**src/rtl/tpg_pkg.sv**
```systemverilog
package tpg_pkg;

  typedef enum logic [2:0] {
    TP_IDLE, TP_INIT, TP_SEARCH, TP_SCANGO, TP_SCAN, TP_WRITE, TP_LAST, TP_DONE
  } tp_state_e;

  typedef enum logic [1:0] {
    BS_IDLE, BS_PROBE, BS_CMP
  } bs_state_e;

  typedef enum logic [2:0] {
    SC_IDLE, SC_FIRST, SC_HOLD, SC_CMP, SC_FIN
  } sc_state_e;

endpackage

```
**src/rtl/tpg_bsearch.sv**
```systemverilog
// Finds the largest row r in 0..rows with rowptr[r] <= key.
module tpg_bsearch
  import tpg_pkg::*;
#(
  parameter int ROW_W  = 12,
  parameter int DATA_W = 20,
  parameter int KEY_W  = 21
) (
  input  logic              clk,
  input  logic              rst_n,
  input  logic              go,
  input  logic [ROW_W-1:0]  rows,
  input  logic [KEY_W-1:0]  key,
  input  logic [DATA_W-1:0] rd_data,
  output logic              rd_en,
  output logic [ROW_W-1:0]  rd_addr,
  output logic              found,
  output logic [ROW_W-1:0]  result
);

  bs_state_e        st_q, st_d;
  logic [ROW_W-1:0] lo_q, lo_d, hi_q, hi_d;
  logic [ROW_W-1:0] diff, mid;

  // Upper midpoint, written without needing an extra carry bit.
  assign diff = hi_q - lo_q;
  assign mid  = lo_q + (diff >> 1) + {{(ROW_W-1){1'b0}}, diff[0]};

  assign rd_addr = mid;
  assign result  = lo_q;

  always_comb begin
    st_d  = st_q;
    lo_d  = lo_q;
    hi_d  = hi_q;
    rd_en = 1'b0;
    found = 1'b0;
    unique case (st_q)
      BS_IDLE: begin
        if (go) begin
          lo_d = '0;
          hi_d = rows;
          st_d = BS_PROBE;
        end
      end
      BS_PROBE: begin
        if (lo_q == hi_q) begin
          found = 1'b1;
          st_d  = BS_IDLE;
        end else begin
          rd_en = 1'b1;
          st_d  = BS_CMP;
        end
      end
      BS_CMP: begin
        if (KEY_W'(rd_data) <= key) lo_d = mid;
        else                        hi_d = mid - 1'b1;
        st_d = BS_PROBE;
      end
      default: st_d = BS_IDLE;
    endcase
  end

  always_ff @(posedge clk or negedge rst_n) begin
    if (!rst_n) begin
      st_q <= BS_IDLE;
      lo_q <= '0;
      hi_q <= '0;
    end else begin
      st_q <= st_d;
      lo_q <= lo_d;
      hi_q <= hi_d;
    end
  end

  // the search window never inverts while a search is active.
  assert_window_order_R3: assert property (@(posedge clk) disable iff (!rst_n)
    (st_q != BS_IDLE) |-> (lo_q <= hi_q));

  // each probe read is followed by the compare that consumes its data.
  assert_probe_then_cmp_R6: assert property (@(posedge clk) disable iff (!rst_n)
    rd_en |=> (st_q == BS_CMP));

endmodule

```
**src/rtl/tpg_scan.sv**
```systemverilog
// Walks rows row_lo..row_hi looking for a pair of equal consecutive boundaries.
module tpg_scan
  import tpg_pkg::*;
#(
  parameter int ROW_W  = 12,
  parameter int DATA_W = 20
) (
  input  logic              clk,
  input  logic              rst_n,
  input  logic              go,
  input  logic              valid,
  input  logic [ROW_W-1:0]  row_lo,
  input  logic [ROW_W-1:0]  row_hi,
  input  logic [DATA_W-1:0] rd_data,
  output logic              rd_en,
  output logic [ROW_W-1:0]  rd_addr,
  output logic              fin,
  output logic              hit
);

  sc_state_e         st_q, st_d;
  logic [ROW_W-1:0]  rid_q, rid_d, end_q, end_d;
  logic [DATA_W-1:0] held_q, held_d;
  logic              hit_q, hit_d;

  assign hit = hit_q;

  always_comb begin
    st_d    = st_q;
    rid_d   = rid_q;
    end_d   = end_q;
    held_d  = held_q;
    hit_d   = hit_q;
    rd_en   = 1'b0;
    rd_addr = rid_q;
    fin     = 1'b0;
    unique case (st_q)
      SC_IDLE: begin
        if (go) begin
          rid_d = row_lo;
          end_d = row_hi;
          hit_d = 1'b0;
          st_d  = valid ? SC_FIRST : SC_FIN;
        end
      end
      SC_FIRST: begin
        rd_en = 1'b1;
        st_d  = SC_HOLD;
      end
      SC_HOLD: begin
        held_d  = rd_data;
        rd_en   = 1'b1;
        rd_addr = rid_q + 1'b1;
        st_d    = SC_CMP;
      end
      SC_CMP: begin
        if (rd_data == held_q) begin
          hit_d = 1'b1;
          st_d  = SC_FIN;
        end else if (rid_q == end_q) begin
          st_d = SC_FIN;
        end else begin
          held_d  = rd_data;
          rid_d   = rid_q + 1'b1;
          rd_en   = 1'b1;
          rd_addr = rid_q + ROW_W'(2);
        end
      end
      SC_FIN: begin
        fin  = 1'b1;
        st_d = SC_IDLE;
      end
      default: st_d = SC_IDLE;
    endcase
  end

  always_ff @(posedge clk or negedge rst_n) begin
    if (!rst_n) begin
      st_q   <= SC_IDLE;
      rid_q  <= '0;
      end_q  <= '0;
      held_q <= '0;
      hit_q  <= 1'b0;
    end else begin
      st_q   <= st_d;
      rid_q  <= rid_d;
      end_q  <= end_d;
      held_q <= held_d;
      hit_q  <= hit_d;
    end
  end

  // the compared row never passes the last row of the tile's span.
  assert_scan_span_R4: assert property (@(posedge clk) disable iff (!rst_n)
    (st_q == SC_CMP) |-> (rid_q <= end_q));

  // a mark is only raised when leaving the compare step.
  assert_hit_from_cmp_R4: assert property (@(posedge clk) disable iff (!rst_n)
    $rose(hit_q) |-> ($past(st_q) == SC_CMP));

endmodule

```
**src/rtl/tile_ptr_gen.sv**
```systemverilog
module tile_ptr_gen
  import tpg_pkg::*;
#(
  parameter int ROW_W  = 12,
  parameter int DATA_W = 20,
  parameter int DIM_W  = 6,
  parameter int PTR_W  = 32
) (
  input  logic              clk,
  input  logic              rst_n,
  input  logic              start,
  input  logic [ROW_W-1:0]  num_rows,
  input  logic [DATA_W-1:0] num_nz,
  input  logic [DIM_W-1:0]  tile_w,
  input  logic [DIM_W-1:0]  tile_h,
  output logic              rp_rd_en,
  output logic [ROW_W-1:0]  rp_addr,
  input  logic [DATA_W-1:0] rp_rdata,
  output logic              tp_wr_en,
  output logic [DATA_W-1:0] tp_wr_addr,
  output logic [PTR_W-1:0]  tp_wr_data,
  output logic              done
);

  localparam int AREA_W = 2 * DIM_W;
  localparam int KEY_W  = ((DATA_W > AREA_W) ? DATA_W : AREA_W) + 1;
  localparam int TAB_W  = DATA_W;

  tp_state_e         st_q, st_d;
  logic [ROW_W-1:0]  rows_q, rows_d, prev_q, prev_d, nxt_q, nxt_d;
  logic [DATA_W-1:0] nnz_q, nnz_d;
  logic [AREA_W-1:0] area_q, area_d, area_in;
  logic [KEY_W-1:0]  key_q, key_d;
  logic [TAB_W-1:0]  tix_q, tix_d;
  logic              first_q, first_d;

  logic [DIM_W-1:0]  w_eff, h_eff;
  logic              key_ge, scan_valid;
  logic [ROW_W-1:0]  scan_last;

  logic              srch_go, s_rd, s_found;
  logic [ROW_W-1:0]  s_addr, s_res;
  logic              scan_go, c_rd, c_fin, c_hit;
  logic [ROW_W-1:0]  c_addr;

  assign w_eff   = (tile_w == '0) ? DIM_W'(1) : tile_w;
  assign h_eff   = (tile_h == '0) ? DIM_W'(1) : tile_h;
  assign area_in = AREA_W'(w_eff) * AREA_W'(h_eff);

  assign key_ge     = key_q >= KEY_W'(nnz_q);
  assign scan_last  = (nxt_q < rows_q) ? nxt_q : (rows_q - 1'b1);
  assign scan_valid = (rows_q != '0) && (prev_q <= scan_last);

  tpg_bsearch #(.ROW_W(ROW_W), .DATA_W(DATA_W), .KEY_W(KEY_W)) u_search (
    .clk     (clk),
    .rst_n   (rst_n),
    .go      (srch_go),
    .rows    (rows_q),
    .key     (key_q),
    .rd_data (rp_rdata),
    .rd_en   (s_rd),
    .rd_addr (s_addr),
    .found   (s_found),
    .result  (s_res)
  );

  tpg_scan #(.ROW_W(ROW_W), .DATA_W(DATA_W)) u_scan (
    .clk     (clk),
    .rst_n   (rst_n),
    .go      (scan_go),
    .valid   (scan_valid),
    .row_lo  (prev_q),
    .row_hi  (scan_last),
    .rd_data (rp_rdata),
    .rd_en   (c_rd),
    .rd_addr (c_addr),
    .fin     (c_fin),
    .hit     (c_hit)
  );

  assign rp_rd_en   = s_rd | c_rd;
  assign rp_addr    = s_rd ? s_addr : c_addr;
  assign tp_wr_addr = tix_q;

  always_comb begin
    st_d       = st_q;
    rows_d     = rows_q;
    nnz_d      = nnz_q;
    area_d     = area_q;
    key_d      = key_q;
    tix_d      = tix_q;
    prev_d     = prev_q;
    nxt_d      = nxt_q;
    first_d    = first_q;
    srch_go    = 1'b0;
    scan_go    = 1'b0;
    tp_wr_en   = 1'b0;
    tp_wr_data = '0;
    done       = 1'b0;
    unique case (st_q)
      TP_IDLE: begin
        if (start) begin
          rows_d  = num_rows;
          nnz_d   = num_nz;
          area_d  = area_in;
          key_d   = '0;
          tix_d   = '0;
          first_d = 1'b1;
          st_d    = TP_INIT;
        end
      end
      TP_INIT: begin
        srch_go = 1'b1;
        st_d    = TP_SEARCH;
      end
      TP_SEARCH: begin
        if (s_found) begin
          nxt_d = s_res;
          if (first_q) begin
            prev_d  = s_res;
            first_d = 1'b0;
            if (key_ge) begin
              st_d = TP_LAST;
            end else begin
              key_d = key_q + KEY_W'(area_q);
              st_d  = TP_INIT;
            end
          end else begin
            st_d = TP_SCANGO;
          end
        end
      end
      TP_SCANGO: begin
        scan_go = 1'b1;
        st_d    = TP_SCAN;
      end
      TP_SCAN: begin
        if (c_fin) st_d = TP_WRITE;
      end
      TP_WRITE: begin
        tp_wr_en   = 1'b1;
        tp_wr_data = {c_hit, (PTR_W-1)'(prev_q)};
        tix_d      = tix_q + 1'b1;
        prev_d     = nxt_q;
        if (key_ge) begin
          st_d = TP_LAST;
        end else begin
          key_d = key_q + KEY_W'(area_q);
          st_d  = TP_INIT;
        end
      end
      TP_LAST: begin
        tp_wr_en   = 1'b1;
        tp_wr_data = {1'b0, (PTR_W-1)'(nxt_q)};
        st_d       = TP_DONE;
      end
      TP_DONE: begin
        done = 1'b1;
        st_d = TP_IDLE;
      end
      default: st_d = TP_IDLE;
    endcase
  end

  always_ff @(posedge clk or negedge rst_n) begin
    if (!rst_n) begin
      st_q    <= TP_IDLE;
      rows_q  <= '0;
      nnz_q   <= '0;
      area_q  <= '0;
      key_q   <= '0;
      tix_q   <= '0;
      prev_q  <= '0;
      nxt_q   <= '0;
      first_q <= 1'b0;
    end else begin
      st_q    <= st_d;
      rows_q  <= rows_d;
      nnz_q   <= nnz_d;
      area_q  <= area_d;
      key_q   <= key_d;
      tix_q   <= tix_d;
      prev_q  <= prev_d;
      nxt_q   <= nxt_d;
      first_q <= first_d;
    end
  end

  // done follows directly on a table write.
  assert_done_after_write_R7: assert property (@(posedge clk) disable iff (!rst_n)
    done |-> $past(tp_wr_en));

  // done lasts one cycle.
  assert_done_single_R7: assert property (@(posedge clk) disable iff (!rst_n)
    done |=> !done);

  // back-to-back writes go to consecutive addresses.
  assert_write_ascending_R2: assert property (@(posedge clk) disable iff (!rst_n)
    (tp_wr_en && $past(tp_wr_en)) |-> (tp_wr_addr == $past(tp_wr_addr) + 1'b1));

  // reads stay inside the boundary array and have one owner.
  assert_read_range_R6: assert property (@(posedge clk) disable iff (!rst_n)
    rp_rd_en |-> (rp_addr <= rows_q));

  assert_one_reader_R6: assert property (@(posedge clk) disable iff (!rst_n)
    !(s_rd && c_rd));

  // captured run settings hold still while busy.
  assert_busy_hold_R8: assert property (@(posedge clk) disable iff (!rst_n)
    (st_q != TP_IDLE) |=> ($stable(nnz_q) && $stable(rows_q) && $stable(area_q)));

endmodule

```
**config.mk**
```make
export PLATFORM = sky130hd
export DESIGN_NAME = tile_ptr_gen
export DESIGN_NICKNAME = d
export VERILOG_FILES = /design/src/rtl/tpg_pkg.sv /design/src/rtl/tpg_bsearch.sv /design/src/rtl/tpg_scan.sv /design/src/rtl/tile_ptr_gen.sv
export SDC_FILE = /design/constraint.sdc
export NUM_CORES = 1
export LEC_CHECK = 0
export ABC_AREA = 1
export CAP_MARGIN = 25
export CORE_MARGIN = 4
export CORE_UTILIZATION = 35
export CTS_CLUSTER_DIAMETER = 120
export DETAILED_ROUTE_END_ITERATION = 10
export PLACE_DENSITY = 0.63
export SLEW_MARGIN = 20
export SYNTH_ARGS = -nofsm -noshare
export SYNTH_HDL_FRONTEND = slang
export SYNTH_SLANG_ARGS = --single-unit
```
**constraint.sdc**
```tcl
create_clock -name clk -period 5.2 [get_ports clk]
set_clock_uncertainty 0.1 [all_clocks]
set_input_delay 0.78 -clock clk [delete_from_list [all_inputs] [get_ports clk]]
set_output_delay 0.78 -clock clk [all_outputs]
set_load 0.1 [all_outputs]
```
==> results.txt <==
* Area growth from synthesis to final layout: 14.4%
- The H-tree was split into 4 levels.
- Once routing completed, OpenROAD measured the worst setup slack at 328 ps.
- Worst setup path category: reg2out
- In the synthesized netlist, the number of instances is 2103.
* Synth cell types: 53
- During synthesis, Yosys emitted a total of 0 warnings.
- For this run, global-route usage on met1 was measured as 26.7%.
- Final standard cell area without fillers: 17000 µm²
- Min cycle time layout: 4870 ps
- Total overflow reported by the global router: 0
- Before antenna repair, the detailed router went through 6 iterations.
* NumNets Final: 2404
* Status: completed
- The placed instances occupy a cell area of 16400 µm².
- Core area: 42000 µm²
* Crit path required time: 4320 ps
- The first global-routing pass estimated 70200 µm of wire.
* Detail-routed net length per standard cell: 15.8 µm
* Setup Slack @ Placement: 283 ps
- Buffers inserted during clock tree synthesis total 17.
- In this design, the critical path's most frequently occurring cell is sky130_fd_sc_hd__nand2_1.
- Post-route DRC violation count: 0
- Share of the yosys chip area belonging to registers: 31.4%
- Initial cell density of the core: 35.4%
- Total leakage power: 8.46 nW
- Cells with a size suffix above 1 make up 5.02% of the layout.
- Met3 Track Usage GR: 3.15%
- Traced cell by cell, the critical path runs through inv_1 > ha_1 > inv_1 > fa_1 > nand3_1 > nand2_1 > a21oi_2 > nor2_1 > nor2_1 > o21bai_1 > xor2_1 > ha_1 > nand2_1 > nor2_1 > nand3_1 > nand3_1 > nand2_1 > nand2_1 > inv_1 > nand2_1 > nand2_1 > inv_1 > buf_12.
* Die boundary height: 214 µm
* Maximum resistive drop on vdd: 0.591 mV
- Hold repair after CTS inserted 0 buffers.
- Insertion delay to the later sink of the worst-skew pair: 440 ps
- Critical register-to-register path endpoint: u_search.hi_q[6]$_DFFE_PN0P_
- Cell Rows: 75
- Tracing the worst setup path back leads to its startpoint at u_search.hi_q[0]$_DFFE_PN0P_.
* Buffers from clock root to sink, at most: 2
- The tightest min-delay check is of the in2async type.
- Setup Viol. Count Final: 0
* Overall global routing resource usage: 18.6%
- The worst register-to-register path has a depth of 21.
- In this run the count of I/O pins placed on the die edge is 134.
- The global routing stage identified its most utilized layer as met2.
- Number of clock sinks: 187
- Post-synthesis average cell area: 7.08 µm²
- Met2 GRT Util: 29.0%
- Arrival time of the worst setup path: 3990 ps
- The number of global-route vias before repair came to 13300.
- For this design, the slowest cell found on the critical path is sky130_fd_sc_hd__dfrtp_1.
- Final hold analysis gives a worst-case slack of 360 ps.
* Clk root buf: sky130_fd_sc_hd__clkbuf_16
* Final number of hold-violating endpoints: 0
* Vias post-DR: 14000
- Port buffer count: 114
- Along the worst path, the maximum fanout reaches 6.
- The tool flagged a number of max-cap violations equal to 0.
- Derived from the worst setup path, the maximum achievable clock frequency is 205 MHz.
- Max-slew violations: 0
- The initial antenna violation count is 3.
- Die Outline Area: 45900 µm²
* Die width: 214 µm
- Maximum number of pins on one net before global-route repair: 102
- Pwr/cell area: 702 nW/µm²
- Total of flip-flops plus latches after synthesis: 187
- Clock-pin slew was measured on the worst setup and hold paths at 70 ps.
- Detailed placement ended at an HPWL of 33900 µm.
- Remaining antenna violation count: 0
- Relative slew slack: 29.4%
- Of the available clock period, the critical path in the final layout requires 93.7%.
- In this run, the number of DRC markers left after iteration 0 of detailed routing was 973.
- STA classifies the critical path startpoint as a flip-flop.
- At the pin with the least slew margin, the transition time is 1060 ps.
- Netlist area before placement: 14900 µm²
* Gp weighted congestion: 0.925
- Total wirelength of the detailed-routed design: 43400 µm
- In this run the critical register-to-register path is launched from u_search.result[1]$_DFFE_PN0P_.
* Max incr delay on CP: 410 ps
- In this run the register-to-register setup slack is 1380 ps.
* Mean number of vias per cell: 5.08
* Setup crit end kind: primary output
- CTS tree: done
-- how the worst max path moves through the flow --
stage,endpoint,slack (ps),depth (start not counted)
after floorplan,rp_addr[0],730,10
after global placement,area_q[9]$_DFFE_PN0P_,330,19
after detailed placement,area_q[9]$_DFFE_PN0P_,280,19
after CTS,rp_addr[10],140,25
after global routing,rp_addr[11],-10,23
final,rp_addr[10],330,23
-- cell usage in the layout, fill, tap and decap left out, drive strengths merged, types with 4 or more instances in the layout --
| cell type | Yosys | final |
|---|---|---|
| inv | 326 | 328 |
| xor2 | 64 | 64 |
| nor2 | 155 | 155 |
| a31oi | 7 | 7 |
| a21oi | 82 | 82 |
| a21boi | 4 | 4 |
| buf | 39 | 39 |
| nand3 | 112 | 112 |
| ha | 121 | 121 |
| conb | 1 | 19 |
| fa | 20 | 20 |
| xnor2 | 26 | 26 |
| clkbuf | 32 | 21 |
| o22ai | 25 | 25 |
| dfrtp | 187 | 187 |
| clkdlybuf4s50 | 0 | 86 |
| o21bai | 4 | 4 |
| o21ai | 197 | 197 |
| nor4 | 4 | 4 |
| o21a | 8 | 8 |
| nor3 | 25 | 25 |
| nand3b | 5 | 5 |
| clkinv | 4 | 13 |
| nand4 | 37 | 37 |
| nand2 | 585 | 585 |
| o211ai | 20 | 20 |
-- synthesized netlist by cell type (all sizes together) --
master / count / share of area, %
nand3b: 5 / 0.25
xnor2: 26 / 1.5
a21boi: 4 / 0.20
a31oi: 7 / 0.29
nand3: 112 / 3.8
a21oi: 82 / 2.8
nor2: 155 / 4.1
nand4: 37 / 1.6
o21a: 8 / 0.40
fa: 20 / 2.7
o21bai: 4 / 0.20
o311ai: 1 / 0.059
mux2i: 1 / 0.067
a221oi: 1 / 0.059
a211oi: 1 / 0.050
conb: 1 / 0.025
o211ai: 20 / 1.0
a22o: 1 / 0.059
o21ai: 197 / 6.9
nand2: 585 / 15
a32oi: 1 / 0.059
ha: 121 / 10
o22ai: 25 / 1.0
nor3b: 1 / 0.050
or2: 3 / 0.13
dfrtp: 187 / 31
nor3: 25 / 0.95
o31ai: 2 / 0.10
buf: 39 / 1.9
o221ai: 1 / 0.059
inv: 326 / 8.2
xor2: 64 / 3.8
clkbuf: 32 / 0.83
clkinv: 4 / 0.10
nor4: 4 / 0.17
-- final cells by class --
| type | count | area [µm²] |
|---|---|---|
| Clock buffer | 19 | 443 |
| Sequential cell | 187 | 4680 |
| Timing Repair Buffer | 127 | 1220 |
| Clock inverter | 13 | 119 |
| Antenna cell | 1 | 2.50 |
| Inverter | 330 | 1240 |
| Fill cell | 4382 | 25000 |
| Tap cell | 539 | 674 |
| Multi-Input combinational cell | 1533 | 8670 |
-- power breakdown --
| group | switching, mW | internal (mW) |
|---|---|---|
| Combinational | 5.70 | 2.55 |
| Clock | 0.604 | 0.676 |
| Sequential | 0.472 | 1.95 |
-- timing repair --
item | 4_1_cts | 5_1_grt
setup endpoints to repair | 0 | 4
setup buffers | 0 | 1
resized for setup | 0 | 12
-- metal layers --
layer	vias up	wire length, µm
met5	-	51
met4	6	839
met3	53	2700
met2	429	19100
met1	6562	20700
li1	6913	-
-- critical path: cells and delay by family, from the launching register on --
kind | cells | cell delay (ps)
AOI/OAI and AO/OA | 2 | 280
xor gates and xnor gates | 1 | 160
adders and majority gates | 3 | 940
buffers and inverters | 5 | 520
DFF | 1 | 410
and+or+nand+nor | 12 | 1230
-- sequential cells by signal, indices dropped and copies added (netlist names), 12 cells and up --
| signal | count |
|---|---|
| area_q | 12 |
| key_q | 21 |
| nnz_q | 20 |
| nxt_q | 12 |
| prev_q | 12 |
| rows_q | 12 |
| tp_wr_addr | 20 |
| u_scan.end_q | 12 |
| u_scan.held_q | 20 |
| u_scan.rid_q | 12 |
| u_search.hi_q | 12 |
| u_search.result | 12 |
-- through the flow --
stage	utilization (%)	TNS, ps	std cells	power, mW
after CTS	40.4	0	2745	11.8
after detailed placement	39.0	0	2713	10.5
after global routing	40.5	-11.4	2748	13.1
after floorplan	-	0	2121	8.31
after global placement	39.0	0	2712	10.3
final	40.6	0	2749	12.0
-- cells by family (layout without fill, tap and decap cells) --
kind of cell	after synthesis	count (layout)	synth area share (%)
compound gates	355	355	13.3
mux	1	1	0.0672
buf+inv	401	489	11.0
xor+xnor	90	90	5.34
flops	187	187	31.4
fa+ha+maj	141	141	12.9
simple gates	927	927	25.9
other cells	1	20	0.0252
No activity file was read; power rests on OpenSTA's default activity.
